File: config.mk
export PLATFORM = sky130hd
export DESIGN_NAME = adc_seq_top
export DESIGN_NICKNAME = d
export VERILOG_FILES = /design/src/rtl/adc_seq_pkg.sv /design/src/rtl/adc_seq_regs.sv /design/src/rtl/adc_seq_ctrl.sv /design/src/rtl/adc_seq_fifo.sv /design/src/rtl/adc_seq_top.sv
export SDC_FILE = /design/constraint.sdc
export NUM_CORES = 1
export LEC_CHECK = 0
export ABC_AREA = 1
export BUFFER_PORTS_ARGS = -buffer_cell sky130_fd_sc_hd__clkbuf_2
export CORE_MARGIN = 3
export CORE_UTILIZATION = 54
export CTS_CLUSTER_SIZE = 25
export DETAILED_ROUTE_END_ITERATION = 8
export HOLD_SLACK_MARGIN = 0.08
export PLACE_DENSITY = 0.74
export SKIP_CTS_REPAIR_TIMING = 1
export SYNTH_ARGS = -nofsm -noshare
export SYNTH_HDL_FRONTEND = slang
export SYNTH_SLANG_ARGS = --single-unit
File: constraint.sdc
create_clock -name clk -period 2.7 [get_ports clk]
set_input_delay 0.27 -clock clk [delete_from_list [all_inputs] [get_ports clk]]
set_output_delay 0.27 -clock clk [all_outputs]
set_load 0.01 [all_outputs]
File: src/rtl/adc_seq_pkg.sv
package adc_seq_pkg;
   typedef enum logic [1:0] {
      SQ_IDLE   = 2'd0,
      SQ_LAUNCH = 2'd1,
      SQ_WAIT   = 2'd2,
      SQ_GAP    = 2'd3
   } seq_state_e;

   localparam logic [2:0] A_CTRL  = 3'd0;
   localparam logic [2:0] A_LIST  = 3'd1;
   localparam logic [2:0] A_TIME  = 3'd2;
   localparam logic [2:0] A_STAT  = 3'd3;
   localparam logic [2:0] A_FIFO  = 3'd4;

   localparam int B_EN    = 0;
   localparam int B_CONT  = 1;
   localparam int B_START = 2;
   localparam int B_STOP  = 3;
endpackage

File: src/rtl/adc_seq_regs.sv
module adc_seq_regs
   import adc_seq_pkg::*;
#(
   parameter int SLOTS   = 8,
   parameter int CH_W    = 3,
   parameter int DCNT_W  = 8,
   parameter int TB_W    = 2,
   parameter int OVF_BIT = 13,
   localparam int IDX_W  = $clog2(SLOTS),
   localparam int LIST_W = SLOTS * CH_W
) (
   input  logic              clk,
   input  logic              rst_n,
   input  logic              reg_wr,
   input  logic [2:0]        reg_addr,
   input  logic [31:0]       reg_wdata,
   input  logic              ovf_set,
   output logic              en,
   output logic              cont,
   output logic              start_go,
   output logic              stop_req,
   output logic              ovf_clr,
   output logic [LIST_W-1:0] list_slots,
   output logic [IDX_W-1:0]  max_idx,
   output logic [DCNT_W-1:0] dly_cnt,
   output logic [TB_W-1:0]   tb_sel,
   output logic              ovf
);
   logic wr_ctrl;

   if (LIST_W + IDX_W > 32) begin : g_list_fit
      $error("channel list does not fit one register word");
   end
   if (DCNT_W + TB_W > 32) begin : g_time_fit
      $error("gap timing does not fit one register word");
   end

   assign wr_ctrl  = reg_wr && (reg_addr == A_CTRL);
   assign start_go = wr_ctrl && reg_wdata[B_START] && reg_wdata[B_EN];
   assign stop_req = (wr_ctrl && (reg_wdata[B_STOP] || !reg_wdata[B_EN])) || !en;
   assign ovf_clr  = reg_wr && (reg_addr == A_STAT) && reg_wdata[OVF_BIT];

   always_ff @(posedge clk or negedge rst_n) begin
      if (!rst_n) begin
         en         <= 1'b0;
         cont       <= 1'b0;
         list_slots <= '0;
         max_idx    <= '0;
         dly_cnt    <= '0;
         tb_sel     <= '0;
         ovf        <= 1'b0;
      end else begin
         if (wr_ctrl) begin
            en   <= reg_wdata[B_EN];
            cont <= reg_wdata[B_CONT];
         end
         if (reg_wr && (reg_addr == A_LIST)) begin
            list_slots <= reg_wdata[LIST_W-1:0];
            max_idx    <= reg_wdata[LIST_W +: IDX_W];
         end
         if (reg_wr && (reg_addr == A_TIME)) begin
            dly_cnt <= reg_wdata[DCNT_W-1:0];
            tb_sel  <= reg_wdata[DCNT_W +: TB_W];
         end
         if (ovf_set)      ovf <= 1'b1;
         else if (ovf_clr) ovf <= 1'b0;
      end
   end
endmodule

File: src/rtl/adc_seq_ctrl.sv
module adc_seq_ctrl
   import adc_seq_pkg::*;
#(
   parameter int SLOTS   = 8,
   parameter int CH_W    = 3,
   parameter int DCNT_W  = 8,
   parameter int TB_W    = 2,
   parameter int TB_STEP = 2,
   localparam int IDX_W  = $clog2(SLOTS),
   localparam int LIST_W = SLOTS * CH_W,
   localparam int SH_MAX = ((1 << TB_W) - 1) * TB_STEP,
   localparam int TMR_W  = DCNT_W + 1 + SH_MAX
) (
   input  logic              clk,
   input  logic              rst_n,
   input  logic              cont,
   input  logic              start_go,
   input  logic              stop_req,
   input  logic [LIST_W-1:0] list_slots,
   input  logic [IDX_W-1:0]  max_idx,
   input  logic [DCNT_W-1:0] dly_cnt,
   input  logic [TB_W-1:0]   tb_sel,
   input  logic              conv_done,
   output logic              conv_start,
   output logic [CH_W-1:0]   cur_chan,
   output logic              push,
   output logic              busy
);
   seq_state_e       state;
   logic [IDX_W-1:0] idx;
   logic [IDX_W-1:0] idx_next;
   logic [TMR_W-1:0] timer;
   logic [TMR_W-1:0] gap_m1;
   logic             stop_pend;
   logic             last_slot;
   logic [CH_W-1:0]  slot [SLOTS];

   if (SLOTS != (1 << IDX_W) || SLOTS < 2) begin : g_slots_pow2
      $error("SLOTS must be a power of two, at least 2");
   end

   for (genvar g = 0; g < SLOTS; g++) begin : g_slot
      assign slot[g] = list_slots[g*CH_W +: CH_W];
   end

   if (TB_STEP == 0) begin : g_tb_flat
      assign gap_m1 = TMR_W'(dly_cnt);
   end else begin : g_tb_scaled
      assign gap_m1 = ((TMR_W'(dly_cnt) + TMR_W'(1)) << (tb_sel * TB_STEP)) - TMR_W'(1);
   end

   assign cur_chan   = slot[idx];
   assign last_slot  = (idx == max_idx);
   assign idx_next   = last_slot ? '0 : idx + IDX_W'(1);
   assign conv_start = (state == SQ_LAUNCH);
   assign push       = (state == SQ_WAIT) && conv_done;
   assign busy       = (state != SQ_IDLE);

   always_ff @(posedge clk or negedge rst_n) begin
      if (!rst_n) begin
         state     <= SQ_IDLE;
         idx       <= '0;
         timer     <= '0;
         stop_pend <= 1'b0;
      end else begin
         case (state)
            SQ_IDLE: begin
               stop_pend <= 1'b0;
               if (start_go) begin
                  idx   <= '0;
                  state <= SQ_LAUNCH;
               end
            end
            SQ_LAUNCH: begin
               state <= SQ_WAIT;
               if (stop_req) stop_pend <= 1'b1;
            end
            SQ_WAIT: begin
               if (stop_req) stop_pend <= 1'b1;
               if (conv_done) begin
                  if (stop_pend || stop_req || (last_slot && !cont)) begin
                     state <= SQ_IDLE;
                  end else begin
                     idx   <= idx_next;
                     timer <= gap_m1;
                     state <= SQ_GAP;
                  end
               end
            end
            default: begin
               if (stop_pend || stop_req)  state <= SQ_IDLE;
               else if (timer == '0)       state <= SQ_LAUNCH;
               else                        timer <= timer - TMR_W'(1);
            end
         endcase
      end
   end
endmodule

File: src/rtl/adc_seq_fifo.sv
module adc_seq_fifo #(
   parameter int DEPTH  = 32,
   parameter int W      = 15,
   localparam int AW    = $clog2(DEPTH),
   localparam int CNT_W = AW + 1
) (
   input  logic             clk,
   input  logic             rst_n,
   input  logic             push,
   input  logic [W-1:0]     din,
   input  logic             pop,
   output logic [W-1:0]     dout,
   output logic [CNT_W-1:0] occ,
   output logic             full,
   output logic             empty,
   output logic             drop
);
   logic [W-1:0]  mem [DEPTH];
   logic [AW-1:0] wptr;
   logic [AW-1:0] rptr;
   logic          do_wr;
   logic          do_rd;

   if (DEPTH != (1 << AW) || DEPTH < 2) begin : g_depth_pow2
      $error("FIFO depth must be a power of two, at least 2");
   end

   assign full  = (occ == CNT_W'(DEPTH));
   assign empty = (occ == '0);
   assign do_wr = push && !full;
   assign do_rd = pop && !empty;
   assign drop  = push && full;
   assign dout  = empty ? '0 : mem[rptr];

   always_ff @(posedge clk) begin
      if (do_wr) mem[wptr] <= din;
   end

   always_ff @(posedge clk or negedge rst_n) begin
      if (!rst_n) begin
         wptr <= '0;
         rptr <= '0;
         occ  <= '0;
      end else begin
         if (do_wr) wptr <= wptr + AW'(1);
         if (do_rd) rptr <= rptr + AW'(1);
         case ({do_wr, do_rd})
            2'b10:   occ <= occ + CNT_W'(1);
            2'b01:   occ <= occ - CNT_W'(1);
            default: occ <= occ;
         endcase
      end
   end
endmodule

File: src/rtl/adc_seq_top.sv
module adc_seq_top
   import adc_seq_pkg::*;
#(
   parameter int SLOTS   = 8,
   parameter int CH_W    = 3,
   parameter int SMP_W   = 12,
   parameter int DEPTH   = 32,
   parameter int DCNT_W  = 8,
   parameter int TB_W    = 2,
   parameter int TB_STEP = 2
) (
   input  logic              clk,
   input  logic              rst_n,
   input  logic              reg_wr,
   input  logic              reg_rd,
   input  logic [2:0]        reg_addr,
   input  logic [31:0]       reg_wdata,
   output logic [31:0]       reg_rdata,
   output logic              conv_start,
   output logic [CH_W-1:0]   conv_chan,
   input  logic              conv_done,
   input  logic [SMP_W-1:0]  conv_data
);
   localparam int IDX_W   = $clog2(SLOTS);
   localparam int LIST_W  = SLOTS * CH_W;
   localparam int AW      = $clog2(DEPTH);
   localparam int CNT_W   = AW + 1;
   localparam int ENT_W   = SMP_W + CH_W;
   localparam int ST_CHAN = 3;
   localparam int ST_CNT  = ST_CHAN + CH_W;
   localparam int ST_FULL = ST_CNT + AW;
   localparam int ST_EMPT = ST_FULL + 1;
   localparam int ST_OVF  = ST_FULL + 2;

   if (ENT_W > 32 || ST_OVF > 31) begin : g_word_fit
      $error("FIFO entry or status does not fit one register word");
   end

   logic              en_r;
   logic              cont_r;
   logic              start_go;
   logic              stop_req;
   logic              ovf_clr;
   logic              ovf_flag;
   logic [LIST_W-1:0] list_slots;
   logic [IDX_W-1:0]  max_idx;
   logic [DCNT_W-1:0] dly_cnt;
   logic [TB_W-1:0]   tb_sel;
   logic [CH_W-1:0]   cur_chan;
   logic              seq_busy;
   logic              fifo_push;
   logic              fifo_pop;
   logic              fifo_full;
   logic              fifo_empty;
   logic              fifo_drop;
   logic [ENT_W-1:0]  fifo_dout;
   logic [CNT_W-1:0]  fifo_occ;
   logic [31:0]       status;

   adc_seq_regs #(
      .SLOTS(SLOTS), .CH_W(CH_W), .DCNT_W(DCNT_W), .TB_W(TB_W), .OVF_BIT(ST_OVF)
   ) u_regs (
      .clk(clk), .rst_n(rst_n), .reg_wr(reg_wr), .reg_addr(reg_addr),
      .reg_wdata(reg_wdata), .ovf_set(fifo_drop), .en(en_r), .cont(cont_r),
      .start_go(start_go), .stop_req(stop_req), .ovf_clr(ovf_clr),
      .list_slots(list_slots), .max_idx(max_idx), .dly_cnt(dly_cnt),
      .tb_sel(tb_sel), .ovf(ovf_flag)
   );

   adc_seq_ctrl #(
      .SLOTS(SLOTS), .CH_W(CH_W), .DCNT_W(DCNT_W), .TB_W(TB_W), .TB_STEP(TB_STEP)
   ) u_ctrl (
      .clk(clk), .rst_n(rst_n), .cont(cont_r), .start_go(start_go),
      .stop_req(stop_req), .list_slots(list_slots), .max_idx(max_idx),
      .dly_cnt(dly_cnt), .tb_sel(tb_sel), .conv_done(conv_done),
      .conv_start(conv_start), .cur_chan(cur_chan), .push(fifo_push),
      .busy(seq_busy)
   );

   assign fifo_pop  = reg_rd && (reg_addr == A_FIFO);
   assign conv_chan = cur_chan;

   adc_seq_fifo #(.DEPTH(DEPTH), .W(ENT_W)) u_fifo (
      .clk(clk), .rst_n(rst_n), .push(fifo_push), .din({cur_chan, conv_data}),
      .pop(fifo_pop), .dout(fifo_dout), .occ(fifo_occ), .full(fifo_full),
      .empty(fifo_empty), .drop(fifo_drop)
   );

   always_comb begin
      status                        = '0;
      status[0]                     = seq_busy;
      status[ST_CHAN +: CH_W]       = cur_chan;
      status[ST_CNT +: AW]          = fifo_occ[AW-1:0];
      status[ST_FULL]               = fifo_full;
      status[ST_EMPT]               = fifo_empty;
      status[ST_OVF]                = ovf_flag;
   end

   always_comb begin
      reg_rdata = '0;
      case (reg_addr)
         A_CTRL: begin
            reg_rdata[B_EN]   = en_r;
            reg_rdata[B_CONT] = cont_r;
         end
         A_LIST: reg_rdata = 32'({max_idx, list_slots});
         A_TIME: reg_rdata = 32'({tb_sel, dly_cnt});
         A_STAT: reg_rdata = status;
         A_FIFO: reg_rdata = 32'(fifo_dout);
         default: reg_rdata = '0;
      endcase
   end
endmodule

==> impl_metrics.toml <==
[setup_path]
timing_worst_setup_path_type = "flip-flop to output port"
worst-path-stages = 11
crit_path_cell_trace = "buf_12 -> clkinv_16 -> buf_12 -> clkbuf_16 -> o21ai_0 -> o22ai_1 -> o211ai_1 -> nand4_1 -> nand3_2 -> nand4_1 -> buf_2"
crit_path_end = "reg_rdata[5]"
worst_path_max_delay_cell = "dfrtp_4"
critical_path_buf_inv_count = 5
worst_ep_required_time_ns = 2.43
worst_reg_to_reg_setup_slack_ns = 0.03
category_of_the_worst_setup_path_launch_point = "flip-flop"
end_kind = "output port"
worst_setup_path_startpoint = "u_fifo.rptr[0]"
worst-path-max-fanout = 7
crit_family = "buffers and inverters"
r2r_end = "u_fifo.occ[5]"
worst_r2r_startpoint = "u_fifo.occ[1]"
worst-r2r-cell-count = 20
critPathMaxStageDelay_ns = 0.43
arrival_ns = 2.85

[clock_tree]
htreeDepth = 2
cts_tree = "done"
clk-insertion-delay-late_ns = 0.63
clock-sinks = 557
ctsRootBufferMaster = "clkbuf_16"
cts-buffers-inserted = 54
clk_pin_slew_ns = 0.06
ctsLongestPathBuffers = 3

[layout]
drive_gt1_frac = 0.195
insertedDiodeCount = 0
synthToLayoutAreaGrowth_pct = 19.9
num-fill-cells = 2991
post_layout_nets = 2326
post-route-util = 0.660

[synthesis]
synth_enable_flop_cells = 480
fraction_of_registers_with_async_set_or_reset_after_synthesis = 0.138
synth_top_area_frac = 0.604
synthMostInstantiatedCell = "edfxtp_1"
sequential_fraction_of_the_synthesis_area = 0.685
ys_top_cells_by_area = "edfxtp_1 60%, dfrtp_1 8.1%, o21ai_0 6.0%, nor2_1 5.3%, nand2_1 3.7%"
synth-seq-cells = 557
synthCells = 2071
synth_area_sq_um = 23900
synthDominantAreaCellType = "edfxtp_1"
synth_ff_type = "edfxtp_1"
synth.avg_cell_area_sq_um = 11.5
ys_types = 56
number_of_synthesis_warnings = 0
synthTopCellsByCount = "480 x edfxtp_1, 336 x nor2_1, 288 x o21ai_0"

[floorplanning]
floorplan.initialDensity = 0.550
die_area_sq_um = 46800
die_width_um = 216
dieHeight_um = 216
core_sq_um = 43400
ioPinCount = 88
core.rowCount = 76

[pwr]
seq_power_share = 0.351
net-switching-power_mw = 11.6
clkPwrFrac = 0.244
power.share.switching = 0.381
power_density_nw_per_um2 = 1060
power_frac_comb = 0.405
vdd.ir_drop.worst_v = 0.000640
intPower_mw = 18.8
p_leak_nw = 10.4

[timing]
maxSlewHeadroom = 0.428
worst_slew_pin_slew_ns = 0.859
setup_viol = 15
setup_ws_ns = -0.416
fmax_mhz = 321
rsz0062_at_grt = "yes"
finalHoldViolCount = 0
skew_ns = 0.0306
period_minus_slack_ns = 3.12
timing_max_transition_violations_final = 0
final_cycle_utilization_of_the_critical_path = 1.15
fin_worst_hold_slack_ns = 0.104

[drt]
routed_via_density = 6.14
drt-wirelength-per-cell_um = 23.2
wirelength_um = 66900
dr.pass1.iters = 7
post-route-drc-count = 0
antenna_violating_nets_post_route = 0
drt_first_iter_violations = 2679
via_count = 17700

[place]
place.port_buffers = 77
dp_hpwl_um = 37700
finalWeightedCongestion = 0.892

[flow_run]
max_capacitance_violation_total = 0

[grt]
grt_use_total = 0.261
grt.overflow.total = 0
grt_start_max_net_pins = 123
first_global_vias = 16500
grt_pass1_wl_um = 93900
grt_antenna_before_repair = 2

[outcome]
violations = "negative setup slack"
outcome = "complete, but fails checks"

[worst_hold_path]
tightest_hold_check_type = "input port to flip-flop"
## layer usage
layer	vias to the layer above	routed length (um)	GRT usage
met3	178	6930	0.0531
met4	0	2560	0.0946
li1	7834	-	-
met2	1145	32600	0.432
met1	8536	24800	0.346
met5	-	0	0
## tightest hold or removal path, delay by kind of cell
kind,cells,cell delay (ns)
AND/OR/NAND/NOR,1,0.19
AO/OA/AOI/OAI,1,0.13
buffers and inverters,1,0.10
## cell type report
cell class | instances | area, sq um | area share
Timing Repair Buffer | 250 | 2370 | 0.0828
Tap cell | 585 | 732 | 0.0256
Inverter | 107 | 448 | 0.0157
Timing Repair inverter | 1 | 11.3 | 0.000393
Clock buffer | 65 | 1410 | 0.0494
Clock inverter | 33 | 323 | 0.0113
Sequential cell | 557 | 16400 | 0.572
Multi-Input combinational cell | 1285 | 6960 | 0.243
## power groups by stage
stage          combinational, mW  sequential (mW)  clock, mW
3_3_place_gp                9.74             10.8          0
3_5_place_dp                10.0             10.8          0
5_1_grt                     13.2             10.7       7.84
4_1_cts                     10.1             10.6       7.46
6_report                    12.3             10.7       7.40
2_1_floorplan               6.48             10.6          0
## cell families after synthesis
| family | Yosys count | synth area share |
|---|---|---|
| buf+inv | 233 | 0.0414 |
| mux | 3 | 0.00136 |
| fa+ha+maj | 18 | 0.00975 |
| flops | 557 | 0.685 |
| simple gates | 750 | 0.137 |
| other cells | 1 | 0.000157 |
| compound gates | 493 | 0.120 |
| xor+xnor | 16 | 0.00587 |
## metrics by stage
stage / TNS, ns / area, sq um / power, mW / std cells / worst slack [ns]
2_1_floorplan: 0 / 23900 / 17.1 / 2075 / 0.0141
3_3_place_gp: 0 / 25500 / 20.5 / 2713 / 0.0124
3_5_place_dp: -0.0462 / 25500 / 20.8 / 2713 / -0.0462
4_1_cts: -7.54 / 27200 / 28.2 / 2811 / -0.517
5_1_grt: -6.79 / 28600 / 31.8 / 2883 / -0.520
6_report: -5.66 / 28600 / 30.4 / 2883 / -0.416
## cells in the final DEF, fill, tap and decap left out, drive strengths merged, types with 6 or more instances in the layout
cell         instances
a21oi               34
a22oi                6
buf                144
clkbuf             142
clkinv              27
dfrtp               77
dlygate4sd3         29
edfxtp             480
ha                  17
inv                105
nand2              250
nand3               95
nand4               42
nor2               351
o211ai              22
o21ai              293
o221ai              45
o22ai               78
xor2                12
## sequential cells by signal, summed over array words and instances (netlist names)
register	count
u_fifo.occ	6
u_regs.tb_sel	2
u_fifo.mem	480
u_regs.list_slots	24
u_ctrl.stop_pend	1
u_fifo.wptr	5
u_regs.en	1
u_regs.cont	1
u_ctrl.state	2
u_regs.max_idx	3
u_ctrl.timer	15
u_fifo.rptr	5
u_ctrl.idx	3
u_regs.ovf	1
u_regs.dly_cnt	8
## worst min path at each step
stage | to | start | cells past startpoint | slack (ns)
floorplan | u_ctrl.idx[0] | rst_n | 0 | -0.03
global placement | u_regs.max_idx[0] | rst_n | 1 | 0.27
detailed placement | u_regs.max_idx[0] | rst_n | 1 | 0.28
CTS | u_regs.list_slots[16] | rst_n | 1 | -0.38
global route | u_regs.ovf | conv_done | 3 | 0.08
finish | u_regs.ovf | conv_done | 3 | 0.10
Note: power is estimated with default switching activity, not from simulation.
